**src/rtl/irqc_pkg.sv**
```systemverilog
package irqc_pkg;

    localparam int NLVL  = 6;
    localparam int IDX_W = $clog2(NLVL);
    localparam int EN_W  = 5;

    // level indices, 0 is most urgent
    localparam int LV_ERR   = 0;
    localparam int LV_RX    = 1;
    localparam int LV_TMO   = 2;
    localparam int LV_THR   = 3;
    localparam int LV_MODEM = 4;
    localparam int LV_AUX   = 5;

    // enable register bit positions
    localparam int EB_RX    = 0;
    localparam int EB_THR   = 1;
    localparam int EB_ERR   = 2;
    localparam int EB_MODEM = 3;
    localparam int EB_AUX   = 4;

    // levels that a status read services (received data is not one)
    localparam logic [NLVL-1:0] CLR_ON_STAT = 6'b111101;

    typedef enum logic [1:0] {
        ST_QUIET   = 2'd0,
        ST_RAISED  = 2'd1,
        ST_SERVICE = 2'd2
    } irq_state_e;

    function automatic logic [NLVL-1:0] lvl_mask(input logic [EN_W-1:0] en);
        logic [NLVL-1:0] m;
        m           = '0;
        m[LV_ERR]   = en[EB_ERR];
        m[LV_RX]    = en[EB_RX];
        m[LV_TMO]   = en[EB_RX];
        m[LV_THR]   = en[EB_THR];
        m[LV_MODEM] = en[EB_MODEM];
        m[LV_AUX]   = en[EB_AUX];
        return m;
    endfunction

endpackage

```
**src/rtl/irqc_pend.sv**
```systemverilog
module irqc_pend
    import irqc_pkg::*;
#(
    parameter int N = NLVL,
    parameter logic [N-1:0] STAT_CLR = CLR_ON_STAT
) (
    input  logic         clk,
    input  logic         rst,
    input  logic [N-1:0] set_i,
    input  logic [N-1:0] stat_sel_i,
    input  logic [N-1:0] ext_clr_i,
    output logic [N-1:0] pend_q,
    output logic [N-1:0] pend_d
);

    for (genvar i = 0; i < N; i++) begin : g_flag
        logic clr_now;
        assign clr_now   = ext_clr_i[i] | (stat_sel_i[i] & STAT_CLR[i]);
        // a new event outranks a clear arriving in the same cycle
        assign pend_d[i] = set_i[i] | (pend_q[i] & ~clr_now);

        always_ff @(posedge clk) begin
            if (rst) begin
                pend_q[i] <= 1'b0;
            end else begin
                pend_q[i] <= pend_d[i];
            end
        end
    end

endmodule

```
**src/rtl/irqc_prio.sv**
```systemverilog
module irqc_prio #(
    parameter int N = 6,
    localparam int IW = (N > 1) ? $clog2(N) : 1
) (
    input  logic [N-1:0]  req_i,
    output logic          vld_o,
    output logic [IW-1:0] idx_o,
    output logic [N-1:0]  oh_o
);

    always_comb begin
        idx_o = '0;
        for (int i = N - 1; i >= 0; i--) begin
            if (req_i[i]) begin
                idx_o = IW'(i);
            end
        end
        vld_o = |req_i;
        oh_o  = '0;
        if (vld_o) begin
            oh_o[idx_o] = 1'b1;
        end
    end

endmodule

```
**src/rtl/irqc_fsm.sv**
```systemverilog
module irqc_fsm
    import irqc_pkg::*;
(
    input  logic clk,
    input  logic rst,
    input  logic any_d_i,
    input  logic stat_rx_i,
    input  logic rx_live_d_i,
    output logic irq_o,
    output irq_state_e state_o
);

    irq_state_e state_q, state_n;

    always_comb begin
        state_n = state_q;
        unique case (state_q)
            ST_QUIET: begin
                if (any_d_i) state_n = ST_RAISED;
            end
            ST_RAISED: begin
                if (!any_d_i)       state_n = ST_QUIET;
                else if (stat_rx_i) state_n = ST_SERVICE;
            end
            ST_SERVICE: begin
                if (!any_d_i)          state_n = ST_QUIET;
                else if (!rx_live_d_i) state_n = ST_RAISED;
            end
            default: state_n = ST_QUIET;
        endcase
    end

    always_ff @(posedge clk) begin
        if (rst) begin
            state_q <= ST_QUIET;
        end else begin
            state_q <= state_n;
        end
    end

    always_comb begin
        irq_o   = (state_q != ST_QUIET);
        state_o = state_q;
    end

endmodule

```
**src/rtl/uart_irq_ctrl.sv**
```systemverilog
module uart_irq_ctrl
    import irqc_pkg::*;
#(
    parameter int ADDR_W = 2,
    parameter int DATA_W = 8
) (
    input  logic              clk,
    input  logic              rst,
    input  logic [ADDR_W-1:0] addr,
    input  logic              wr_en,
    input  logic [DATA_W-1:0] wr_data,
    input  logic              rd_en,
    output logic [DATA_W-1:0] rd_data,
    input  logic              ev_line_err,
    input  logic              ev_rx_data,
    input  logic              ev_rx_timeout,
    input  logic              ev_tx_empty,
    input  logic              ev_modem,
    input  logic              ev_aux,
    output logic              irq
);

    localparam logic [ADDR_W-1:0] A_DATA = ADDR_W'(0);
    localparam logic [ADDR_W-1:0] A_EN   = ADDR_W'(1);
    localparam logic [ADDR_W-1:0] A_STAT = ADDR_W'(2);
    localparam logic [DATA_W-1:0] NONE_CODE = DATA_W'(1);

    logic [EN_W-1:0]   en_q, en_n;
    logic [NLVL-1:0]   ev_vec, pend_q, pend_d;
    logic [NLVL-1:0]   lvl_en_q, lvl_en_d, live_q;
    logic [NLVL-1:0]   stat_sel, ext_clr, rep_oh;
    logic [IDX_W-1:0]  rep_idx;
    logic              rep_vld, stat_rd, stat_rx, any_d, rx_live_d;
    logic [DATA_W-1:0] stat_val, rd_mux, rd_q;
    irq_state_e        fsm_state;

    assign ev_vec = {ev_aux, ev_modem, ev_tx_empty, ev_rx_timeout, ev_rx_data, ev_line_err};

    // enable register
    assign en_n = (wr_en && addr == A_EN) ? wr_data[EN_W-1:0] : en_q;

    always_ff @(posedge clk) begin
        if (rst) begin
            en_q <= '0;
        end else begin
            en_q <= en_n;
        end
    end

    assign lvl_en_q = lvl_mask(en_q);
    assign lvl_en_d = lvl_mask(en_n);
    assign live_q   = pend_q & lvl_en_q;

    irqc_prio #(.N(NLVL)) u_prio (
        .req_i (live_q),
        .vld_o (rep_vld),
        .idx_o (rep_idx),
        .oh_o  (rep_oh)
    );

    assign stat_rd  = rd_en && (addr == A_STAT);
    assign stat_sel = stat_rd ? rep_oh : '0;
    assign stat_rx  = stat_rd && rep_vld && (rep_idx == IDX_W'(LV_RX));

    always_comb begin
        ext_clr         = '0;
        ext_clr[LV_RX]  = rd_en && (addr == A_DATA);
        ext_clr[LV_THR] = wr_en && (addr == A_DATA);
    end

    irqc_pend #(.N(NLVL), .STAT_CLR(CLR_ON_STAT)) u_pend (
        .clk        (clk),
        .rst        (rst),
        .set_i      (ev_vec),
        .stat_sel_i (stat_sel),
        .ext_clr_i  (ext_clr),
        .pend_q     (pend_q),
        .pend_d     (pend_d)
    );

    assign any_d     = |(pend_d & lvl_en_d);
    assign rx_live_d = pend_d[LV_RX] & lvl_en_d[LV_RX];

    irqc_fsm u_fsm (
        .clk         (clk),
        .rst         (rst),
        .any_d_i     (any_d),
        .stat_rx_i   (stat_rx),
        .rx_live_d_i (rx_live_d),
        .irq_o       (irq),
        .state_o     (fsm_state)
    );

    // status code: level index plus one in bits IDX_W:1, bit 0 flags none
    always_comb begin
        stat_val = NONE_CODE;
        if (rep_vld) begin
            stat_val = '0;
            stat_val[IDX_W:1] = rep_idx + IDX_W'(1);
        end
    end

    always_comb begin
        rd_mux = '0;
        unique case (addr)
            A_EN:    rd_mux[EN_W-1:0] = en_q;
            A_STAT:  rd_mux = stat_val;
            default: rd_mux = '0;
        endcase
    end

    always_ff @(posedge clk) begin
        if (rst) begin
            rd_q <= '0;
        end else if (rd_en) begin
            rd_q <= rd_mux;
        end
    end

    assign rd_data = rd_q;

endmodule

```
**config.mk**
```make
export PLATFORM = sky130hd
export DESIGN_NAME = uart_irq_ctrl
export DESIGN_NICKNAME = d
export VERILOG_FILES = /design/src/rtl/irqc_pkg.sv /design/src/rtl/irqc_pend.sv /design/src/rtl/irqc_prio.sv /design/src/rtl/irqc_fsm.sv /design/src/rtl/uart_irq_ctrl.sv
export SDC_FILE = /design/constraint.sdc
export NUM_CORES = 1
export LEC_CHECK = 0
export BUFFER_PORTS_ARGS = -buffer_cell sky130_fd_sc_hd__buf_2
export CORE_MARGIN = 4
export CORE_UTILIZATION = 45
export DETAILED_ROUTE_END_ITERATION = 16
export PLACE_DENSITY = 0.7
export RECOVER_POWER = 25
export SYNTH_ARGS = -nofsm -noshare
export SYNTH_HDL_FRONTEND = slang
export SYNTH_SLANG_ARGS = --single-unit
```
**constraint.sdc**
```tcl
create_clock -name clk -period 5.7 [get_ports clk]
set_clock_uncertainty 0.15 [all_clocks]
set_input_delay 0.57 -clock clk [delete_from_list [all_inputs] [get_ports clk]]
set_output_delay 0.57 -clock clk [all_outputs]
set_load 0.03 [all_outputs]
```
# Word level (Yosys, flattened, before mapping)
# Cells that the tools add are included.
# totals
ff_bits,21
in_bits,20
out_inout_bits,9
# classes
n_addsub,1
order_cmp,2
n_eq_ne,8
n_mux,20
n_bitwise,22
n_reduce_logical,13
# op_table
cell,n
3-bit two-way mux,7
6-bit bitwise AND,2
6-bit two-way mux,2
6-bit OR reduction,2
2-bit two-way mux,5
5-bit case mux with 2 select lines,1
1-bit bitwise AND,7
1-bit logical AND,7
1-bit bitwise OR,7
3-bit != test (second input constant),2
1-bit inverter,6
2-bit case mux with 3 select lines,1
5-bit two-way mux,1
2-bit by 1-bit == test with 1-bit output (second input constant),2
2-bit == test (second input constant),2
2-bit logical NOT,2
3-bit by 4-bit less-than comparator with 1-bit output (second input constant),1
4-bit two-way mux,1
3-bit by 1-bit adder with 3-bit output (second input constant),1
1-bit demux with 3-bit select,1
3-bit by 1-bit == test with 1-bit output (second input constant),1
3-bit by 1-bit greater-or-equal comparator with 1-bit output (second input constant),1
3-bit AND reduction,1
2-bit by 1-bit != test with 1-bit output (second input constant),1
other kinds (2),2

# Logic depth before layout (Yosys ltp)
# Gate-level depths: netlist of run 1.
# logic_depth
word_depth,21
ltp_mapped,9
ltp_nobuf,8

# Hierarchy
# From an unflattened synthesis of run 1, not the netlist that was laid out.
# unflattened
cells_unflattened,143
area_unflattened_um2,1124.8
# modules_own_cells
mod,n_inst,cells_each,area_each_um2
uart_irq_ctrl,1,86,684.4
irqc_pend,1,30,245.2
irqc_prio,1,17,103.8
irqc_fsm,1,10,91.3

# Worst setup path after synthesis of run 1
# Ideal clock, no wire load.
# synth_path
path_kind,input-to-reg
start,input addr[0]
end,"register u_fsm.state_q[1], in the netlist u_fsm.state_o[1]"
setup_ns,0.127
arrival_time_ns,1.677
required_time_ns,5.423
slack_ns,3.746
path_stages,7
path_cell_list,inv_1 > ha_1 > nand2_1 > or3_1 > a311o_1 > o2111ai_1 > nand3_1
# synth_via
elab_chain_len,11
elab_cells_between_ends,40
cone_classes,eq/ne: 5; mux: 5; bitwise: 21; reduce/logical: 9
# synth_lines
element,line_no,rtl
start: declaration,uart_irq_ctrl.sv:9,"input logic [ADDR_W-1:0] addr,"
2-bit == test,uart_irq_ctrl.sv:61,assign stat_rd = rd_en && (addr == A_STAT);
1-bit logical AND,uart_irq_ctrl.sv:61,
6-bit two-way mux,uart_irq_ctrl.sv:62,assign stat_sel = stat_rd ? rep_oh : '0;
1-bit bitwise OR,irqc_pend.sv:18,assign clr_now = ext_clr_i[i] | (stat_sel_i[i] & STAT_CLR[i]);
1-bit inverter,irqc_pend.sv:20,assign pend_d[i] = set_i[i] | (pend_q[i] & ~clr_now);
1-bit bitwise AND,irqc_pend.sv:20,
1-bit bitwise OR,irqc_pend.sv:20,
6-bit bitwise AND,uart_irq_ctrl.sv:81,assign any_d = |(pend_d & lvl_en_d);
6-bit OR reduction,uart_irq_ctrl.sv:81,
3-bit != test (no line) (tied with other cells),--,
3-bit AND reduction (no line) or 2-bit case mux with 3 select lines (tied branches),--,
end signal: assignment,irqc_fsm.sv:37,state_q <= state_n;
end: declaration,irqc_fsm.sv:13,"irq_state_e state_q, state_n;"
# Several ways; a longest one is shown, not always the timed one.
# A chain may end at the register's enable or synchronous reset.

# Worst setup path after layout of run 1
# layout_path
start,register en_q[0]
end,"register u_fsm.state_q[1], in the netlist u_fsm.state_o[1]"
# layout_via
elab_chain_len,18
elab_cells_between_ends,42
cone_classes,order compare: 2; eq/ne: 4; mux: 11; bitwise: 19; reduce/logical: 6
# layout_lines
element,line_no,rtl
start: declaration,uart_irq_ctrl.sv:28,"logic [EN_W-1:0] en_q, en_n;"
start signal: assignment,uart_irq_ctrl.sv:46,en_q <= en_n;
6-bit bitwise AND,uart_irq_ctrl.sv:52,assign live_q = pend_q & lvl_en_q;
3-bit two-way mux (3 in a row),irqc_prio.sv:14,if (req_i[i]) begin
3-bit by 4-bit less-than comparator with 1-bit output (implied by the code) or 3-bit by 1-bit greater-or-equal comparator with 1-bit output (tied branches),irqc_prio.sv:21,oh_o[idx_o] = 1'b1;
1-bit logical AND (implied by the code),irqc_prio.sv:21,
1-bit two-way mux (implied by the code),irqc_prio.sv:21,
1-bit demux with 3-bit select,--,
6-bit two-way mux,irqc_prio.sv:20,if (vld_o) begin
6-bit two-way mux,uart_irq_ctrl.sv:62,
1-bit bitwise OR,irqc_pend.sv:18,
1-bit inverter,irqc_pend.sv:20,
1-bit bitwise AND,irqc_pend.sv:20,
1-bit bitwise OR,irqc_pend.sv:20,
6-bit bitwise AND,uart_irq_ctrl.sv:81,
6-bit OR reduction,uart_irq_ctrl.sv:81,
3-bit != test (no line) (tied with other cells),--,
3-bit AND reduction (no line) or 2-bit case mux with 3 select lines (tied branches),--,
# Several ways; a longest one is shown, not always the timed one.

==> reports/metrics.cfg, run 1 <==
[run_status]
status = finished, final reports clean

[worst_setup_path]
arrival_ps = 2160
critPathTopFamily = simple AND/OR/NAND/NOR gates
timing.rr.end = u_fsm.state_o[1]
cp-end-kind = flip-flop
crit_chain = nand2_1 > o211ai_1 > and3_1 > ha_1 > nand2_1 > nor3_1 > o2111ai_1 > nand3_1
crit_buf_inv = 0
cp.required_ps = 5790
cp_slowest_cell = dfxtp_1
crit_path_frequent_cell = nand2_1
crit-reg2reg-launch = en_q[0]
reg2regPathDepth = 8
rrSetupSlack_ps = 3640
critPathLaunchType = flip-flop
cpPeakStageDelay_ps = 510
cp_max_fo = 9
worst-setup-path-type = reg2reg

[clocking]
clk_pin_slew_ps = 110
clk_latency_ps = 300
cts_tree = built
cts_setup_buffers = 0
cts_buffers = 3
ctsHoldBuffers = 0
htree_levels = 1
cts-root-buf = clkbuf_4
clock_sinks = 18
post_cts_resized = 0
cts_buffer_depth = 2

[power]
cellLeakagePower_nw = 0.541
p_seq_share_pct = 55.1
sw_frac_of_total_pct = 30.7
switchingPower_mw = 0.0774
combPwrFrac_pct = 18.3
peakVddDrop_uv = 140
p_int_mw = 0.174
power-per-cell-area_mw_per_mm2 = 207
fin_total_pwr_mw = 0.252
p_clk_share_pct = 26.5

[global_route]
grt-ovfl-total = 0
grt_pass1_wl_mm = 4.20
grt_max_degree = 19
antenna_found_initial = 0
track_usage_pct = 16.1
grt_pass1_vias = 968

[min_path]
min-delay-start = rd_data[4]
hold_end = rd_data[4]
hold_depth = 2
hold_path_class = reg2reg

[floorplan]
die_w_um = 57.1
boundaryPins = 29
fp-row-count = 17
coreArea_mm2 = 0.00225
initial_core_util_pct = 48.2
dieArea_mm2 = 0.00326
die_h_um = 57.1

[synthesis]
synth_top_cells_by_area = dfxtp_1 (33%), nand2_1 (6.2%), ha_1 (5.8%)
synthMuxAreaShare_pct = 4.84
yosys_warnings = 0
syn_inst = 135
synth.largest_area_cell = dfxtp_1
synth_top_family_by_area = simple AND/OR/NAND/NOR gates
synth-simple-area-share_pct = 25.1
synthAdderAreaFrac_pct = 5.76
yosys.area_share.xor_xnor_pct = 0
synth_edf_count = 0
syn_area_mm2 = 0.00109
ys_ff_latch = 18
ys.flop_type = dfxtp_1
yosysTopAreaCellShare_pct = 33.2
synth_compound_area_share_pct = 24.5
synthArstFlopShare_pct = 0
synth.avg_cell_area_um2 = 8.04
synth_seq_area_share_pct = 33.2
synth_cell_types = 41

[timing]
rsz0062_at_grt = false
fin_crit_sh_pct = 36.2
report.final.slew_viol_count = 0
finalSetupViolCount = 0
setup_ws_ps = 3640
fin_setup_tns_ps = 0
hold_ws_ps = 324
fmax_mhz = 484
hold_violations = 0
post-route-min-period_ps = 2060

[final_layout]
final_common_cell = buf_2
n_fill_cell = 230
layout.cells.non_filler = 183
fin_area_mm2 = 0.00121
num-nets-final = 182
n_antenna_cell = 0
syn_to_final_growth_pct = 11.8
mostFrequentLayoutCells = buf_2 (20), nand2_1 (18), dfxtp_1 (18)
fin_util_pct = 53.8
drive_above_1_share_pct = 18.7

[placed_design]
hpwlAfterDp_mm = 1.96
dp_cells = 180
place_ws_ps = 3440
io_buffers = 22
gp_congestion = 0.839
dpl_cell_area_mm2 = 0.00119

[route]
dr.pass1.iters = 4
viasPerCell = 5.79
totalWireLength_mm = 2.61
postRouteAntennaNets = 0
wire_per_inst_um = 14.3
vias = 1060
drtIter0Drc = 44
drc = 0

[run]
max_cap_viol_count = 0

==> cells by family after synthesis <==
logic type,count (synthesis)
AO/OA/AOI/OAI,38
multiplexers,5
adder cells (fa/ha/maj),5
flip-flops,18
AND/OR/NAND/NOR,55
other,1
buffers and inverters,13
==> routing by layer <==
| metal | GRT usage, % | part of all wire [%] | up-vias | routed length, um |
|---|---|---|---|---|
| met1 | 21.2 | 45 | 489 | 1180 |
| met2 | 26.1 | 46 | 42 | 1200 |
| met5 | 0 | 0 | - | 0 |
| met3 | 2.71 | 7.5 | 5 | 196 |
| met4 | 6.29 | 1.5 | 0 | 40 |
| li1 | - | - | 524 | - |
==> layout make-up <==
class	instances	area (um^2)	area share (%)
Inverter	6	22.5	1.86
Clock buffer	3	22.5	1.86
Timing Repair Buffer	22	108	8.87
Tap cell	28	35.0	2.89
Multi-Input combinational cell	106	666	54.8
Sequential cell	18	360	29.7
==> worst max path at each step <==
stage / start / endpoint / depth (start not counted)
floorplan: addr[0] / u_fsm.state_o[1] / 7
global placement: addr[1] / u_fsm.state_o[1] / 8
detailed placement: addr[1] / u_fsm.state_o[1] / 8
CTS: en_q[0] / u_fsm.state_o[1] / 8
global route: en_q[0] / u_fsm.state_o[1] / 8
finish: en_q[0] / u_fsm.state_o[1] / 8
==> Yosys cell counts, types with 4 or more instances <==
cell type and count:
nand2_1 18, nand3_1 6, ha_1 5, and2_1 4
inv_1 6, dfxtp_1 18, nor2_1 12, o21ai_0 6
a21oi_1 10
==> power by group through the flow <==
stage / clock, mW / combinational [mW] / sequential [mW]
after global routing: 0.0687 / 0.0508 / 0.140
after global placement: 0 / 0.0451 / 0.141
after CTS: 0.0654 / 0.0462 / 0.139
after detailed placement: 0 / 0.0459 / 0.141
after floorplan: 0 / 0.0311 / 0.143
final: 0.0668 / 0.0462 / 0.139
==> state kept, by name, summed over array words and instances, names as in the netlist <==
signal,flops
en_q,5
u_fsm.state_o,2
u_pend.pend_q,6
rd_data,5
==> worst min-delay path, cell delays in order (launching register included) <==
cell,delay (ps)
dfxtp_1,320
nand2b_1,60
a21oi_1,50
(Power assumes the default switching activity.)
==> run 2: changes to the inputs <==
clock period = 1.9 ns   (was 5.7 ns; I/O delays follow)
==> run 2 against run 1 <==
Net effect: total power grew to 3.3 times the previous value; non-clock buffer count rose by 12; sequential share of layout area decreased by 3.0 points; die area did not move; worst setup slack got worse by 3500 ps; via count grew 7.0%; utilization grew 6.2 points; flip-flop and latch count unchanged; combinational power increased to 3.5 times the previous value; maximum frequency increased by 14%; highest routed layer unchanged.
==> reports/metrics.cfg, run 2 (same netlist as run 1, synthesis figures left out) <==
[floorplan]
coreArea_mm2 = 0.00225
boundaryPins = 29
fp-row-count = 17
dieArea_mm2 = 0.00326
initial_core_util_pct = 48.2
die_h_um = 57.1
die_w_um = 57.1

[route]
drc = 0
dr.pass1.iters = 5
wire_per_inst_um = 15.0
viasPerCell = 5.79
postRouteAntennaNets = 0
drtIter0Drc = 70
totalWireLength_mm = 2.94
vias = 1134

[timing]
post-route-min-period_ps = 1810
fin_crit_sh_pct = 95.5
fin_setup_tns_ps = 0
finalSetupViolCount = 0
hold_violations = 0
report.final.slew_viol_count = 0
rsz0062_at_grt = true
fmax_mhz = 551

[power]
p_clk_share_pct = 30.1
switchingPower_mw = 0.245
power-per-cell-area_mw_per_mm2 = 610
sw_frac_of_total_pct = 29.6
p_seq_share_pct = 50.0
p_int_mw = 0.581
cellLeakagePower_nw = 0.607
combPwrFrac_pct = 19.9
peakVddDrop_uv = 470

[clocking]
cts_buffers = 3
cts_tree = built
clk_pin_slew_ps = 100
htree_levels = 1
cts-root-buf = clkbuf_4
cts_setup_buffers = 0
clock_sinks = 18
clk_latency_ps = 310
cts_buffer_depth = 2

[final_layout]
syn_to_final_growth_pct = 24.7
final_common_cell = buf_2
mostFrequentLayoutCells = buf_2 (22), nand2_1 (18), dfxtp_1 (17)
num-nets-final = 194
fin_area_mm2 = 0.00135
regMostFlops = u_pend.pend_q
n_antenna_cell = 0
largest_reg_flops = 6
drive_above_1_share_pct = 27.4

[worst_setup_path]
worst-setup-path-type = reg2reg
rrSetupSlack_ps = 90
arrival_ps = 1910
critPathLaunchType = flip-flop
crit-reg2reg-launch = en_q[3]
cp.required_ps = 2000
reg2regPathDepth = 8
cp_max_fo = 3
timing.rr.end = u_fsm.state_o[1]
cp-end-kind = flip-flop

[run_status]
status = finished, final reports clean

[global_route]
grt_pass1_wl_mm = 4.69
antenna_found_initial = 0
grt-ovfl-total = 0
track_usage_pct = 17.9
grt_max_degree = 18
grt_pass1_vias = 1085

[run]
max_cap_viol_count = 0

[placed_design]
gp_congestion = 0.875
io_buffers = 22
hpwlAfterDp_mm = 2.26
dpl_cell_area_mm2 = 0.00126

[min_path]
hold_depth = 3
hold_end = u_pend.pend_q[0]
min-delay-start = ev_line_err
hold_path_class = in2reg

-- run 2: stage by stage --
stage	std cells	util, %	setup slack (ps)	power, mW	hold slack, ps
after floorplan	137	-	86.2	0.521	161
after global placement	189	55.9	41.7	0.570	273
after detailed placement	189	55.9	-16.4	0.576	298
after CTS	196	59.1	54.2	0.823	2.26
after global routing	196	60.0	-24.6	0.857	16.5
final	196	60.0	86.3	0.826	0.971
-- run 2: area by class of cell --
cell class | instances | area [um^2]
tap | 28 | 35.0
timing repair buffer | 34 | 208
sequential | 18 | 362
fill | 227 | 901
multi-input combinational | 106 | 691
clock buffer | 4 | 36.3
inverter | 6 | 22.5
-- run 2: worst max-delay path, stage by stage, from the launching register on --
cell       delay (ps)
dfxtp_2           340
and2_1            160
o211ai_1          210
and3_4            250
ha_2              200
nand2_1            60
nor3_2            150
o2111ai_1         140
nand3_1           100
-- run 2: metal layers --
metal	GRT usage, %	part of all wire, %	vias up
met5	0	0	-
met3	4.75	6.7	10
met2	30.8	49	45
li1	-	-	546
met1	21.8	42	533
met4	5.30	1.7	0
-- run 2: repair_timing --
action,in CTS,in global routing
hold endpoints to repair,3,0
resized for setup,1,6
hold buffers,3,0
gates cloned,0,0
pin swaps,0,4
setup endpoints to repair,1,2
-- run 2: worst max path at each step --
stage | to | depth (start not counted) | slack (ps) | startpoint
2_1_floorplan | rd_data[3] | 8 | 90 | en_q[3]
3_3_place_gp | u_fsm.state_o[1] | 8 | 40 | addr[0]
3_5_place_dp | u_fsm.state_o[1] | 8 | -20 | addr[0]
4_1_cts | u_fsm.state_o[1] | 8 | 50 | en_q[3]
5_1_grt | u_fsm.state_o[1] | 8 | -20 | en_q[3]
6_report | u_fsm.state_o[1] | 8 | 90 | en_q[3]
-- run 2: power groups by stage --
| stage | clock, mW | combinational [mW] | sequential, mW |
|---|---|---|---|
| 2_1_floorplan | 0 | 0.0933 | 0.428 |
| 3_3_place_gp | 0 | 0.150 | 0.420 |
| 3_5_place_dp | 0 | 0.154 | 0.422 |
| 4_1_cts | 0.249 | 0.160 | 0.413 |
| 5_1_grt | 0.263 | 0.178 | 0.416 |
| 6_report | 0.249 | 0.164 | 0.413 |
==> run 3: changes to the inputs <==
CORE_UTILIZATION = 51   (was 45)
PLACE_DENSITY = 0.74   (was 0.7)
SKIP_CTS_REPAIR_TIMING = 1   (was default)
==> run 3 against run 2 <==
Net effect: the run now ends with negative hold slack left; non-clock buffer count up 1; clock power down 2%; die area down 10%; first-iteration DRC count down 44%; utilization up 8.5 points.
==> reports/metrics.cfg, run 3 (same netlist as run 1, synthesis figures left out) <==
[timing]
hold_ws_ps = -11.7
report.final.slew_viol_count = 0
finalSetupViolCount = 0
fin_crit_sh_pct = 95.3
fmax_mhz = 552
post-route-min-period_ps = 1810
hold_violations = 1

[route]
viasPerCell = 5.60
drtIter0Drc = 39
postRouteAntennaNets = 0
dr.pass1.iters = 4
drc = 0
wire_per_inst_um = 14.4
totalWireLength_mm = 2.82
vias = 1098

[placed_design]
dp_cells = 189
hpwlAfterDp_mm = 2.05
dpl_cell_area_mm2 = 0.00127
gp_congestion = 0.779
io_buffers = 22

[final_layout]
n_fill_cell = 176
fin_area_mm2 = 0.00137
num-nets-final = 195
final_common_cell = buf_2
drive_above_1_share_pct = 30.8
n_antenna_cell = 0
largest_reg_flops = 6
layout.cells.non_filler = 196
regMostFlops = u_pend.pend_q
syn_to_final_growth_pct = 26.3
mostFrequentLayoutCells = buf_2 (21), nand2_1 (18), dfxtp_1 (14)

[global_route]
antenna_found_initial = 0
grt_pass1_vias = 1002
grt-ovfl-total = 0
track_usage_pct = 20.5
grt_pass1_wl_mm = 4.40
grt_max_degree = 18

[worst_setup_path]
worst-setup-path-type = reg2reg
cp-end-kind = flip-flop
cp_max_fo = 6
cp_slowest_cell = dfxtp_1
arrival_ps = 1850
critPathLaunchType = flip-flop
cpPeakStageDelay_ps = 390
crit_chain = a22o_1 > nor4b_4 > a311oi_2 > o31ai_2 > a21oi_1
cp.required_ps = 1940

[clocking]
clk_pin_slew_ps = 110
cts_buffers = 3
clk_latency_ps = 300
cts_tree = built
htree_levels = 1
cts_buffer_depth = 2
cts-root-buf = clkbuf_4
clock_sinks = 18

[power]
power-per-cell-area_mw_per_mm2 = 600
cellLeakagePower_nw = 0.621
peakVddDrop_uv = 448

[min_path]
hold_path_class = in2reg

[floorplan]
fp-row-count = 16
initial_core_util_pct = 54.3
die_w_um = 54.1
coreArea_mm2 = 0.00200
dieArea_mm2 = 0.00293
boundaryPins = 29
die_h_um = 54.1

[run_status]
status = finished with violations
violations = negative hold slack

[run]
max_cap_viol_count = 0

==> run 3: changes by cell type in the layout (fill, tap and decap cells not counted), moves of 2 or more <==
cell      before  now
a21boi_0       0    2
a21boi_1       2    0
buf_4          9   11
dfxtp_1       17   14
dfxtp_2        1    4
==> run 3: worst paths after layout <==
kind	start	endpoint	slack [ps]	cells after the start
worst max register to register	en_q[2]	u_fsm.state_o[0]	90	5
worst min-delay path	ev_tx_empty	u_pend.pend_q[3]	-10	3
worst min register to register	rd_data[4]	rd_data[4]	320	2
worst max-delay path	en_q[2]	u_fsm.state_o[0]	90	5
==> run 3: area by class of cell <==
cell class	instances	area (um^2)	share of cell area, %
Timing Repair Buffer	35	211	15.4
Inverter	6	22.5	1.64
Multi-Input combinational cell	106	702	51.2
Clock buffer	4	36.3	2.65
Sequential cell	18	365	26.6
Tap cell	27	33.8	2.46
==> run 3: layer usage <==
layer  wire, um  global-route usage, %
met1       1220                   27.9
met4         53                   7.88
met3        206                   2.49
met2       1340                   32.5
met5          0                      0
==> run 3: critical path, delay by kind of cell (launching register included) <==
kind               cells  cell delay [ps]
AOI/OAI and AO/OA      4              840
DFF                    1              390
and+or+nand+nor        1              320
==> run 3: power breakdown <==
group | internal (mW) | switching, mW
combinational | 0.0679 | 0.0977
sequential | 0.398 | 0.0165
clock | 0.117 | 0.126
total | 0.583 | 0.240
==> run 3: per-stage QoR <==
step	util, %	setup slack, ps	setup TNS [ps]	power, mW
global placement	63.3	59.9	0	0.570
floorplan	-	86.2	0	0.521
global route	68.5	-2.01	-2.01	0.858
finish	68.5	88.7	0	0.823
detailed placement	63.3	-28.7	-28.7	0.574
CTS	65.1	-11.3	-11.3	0.816
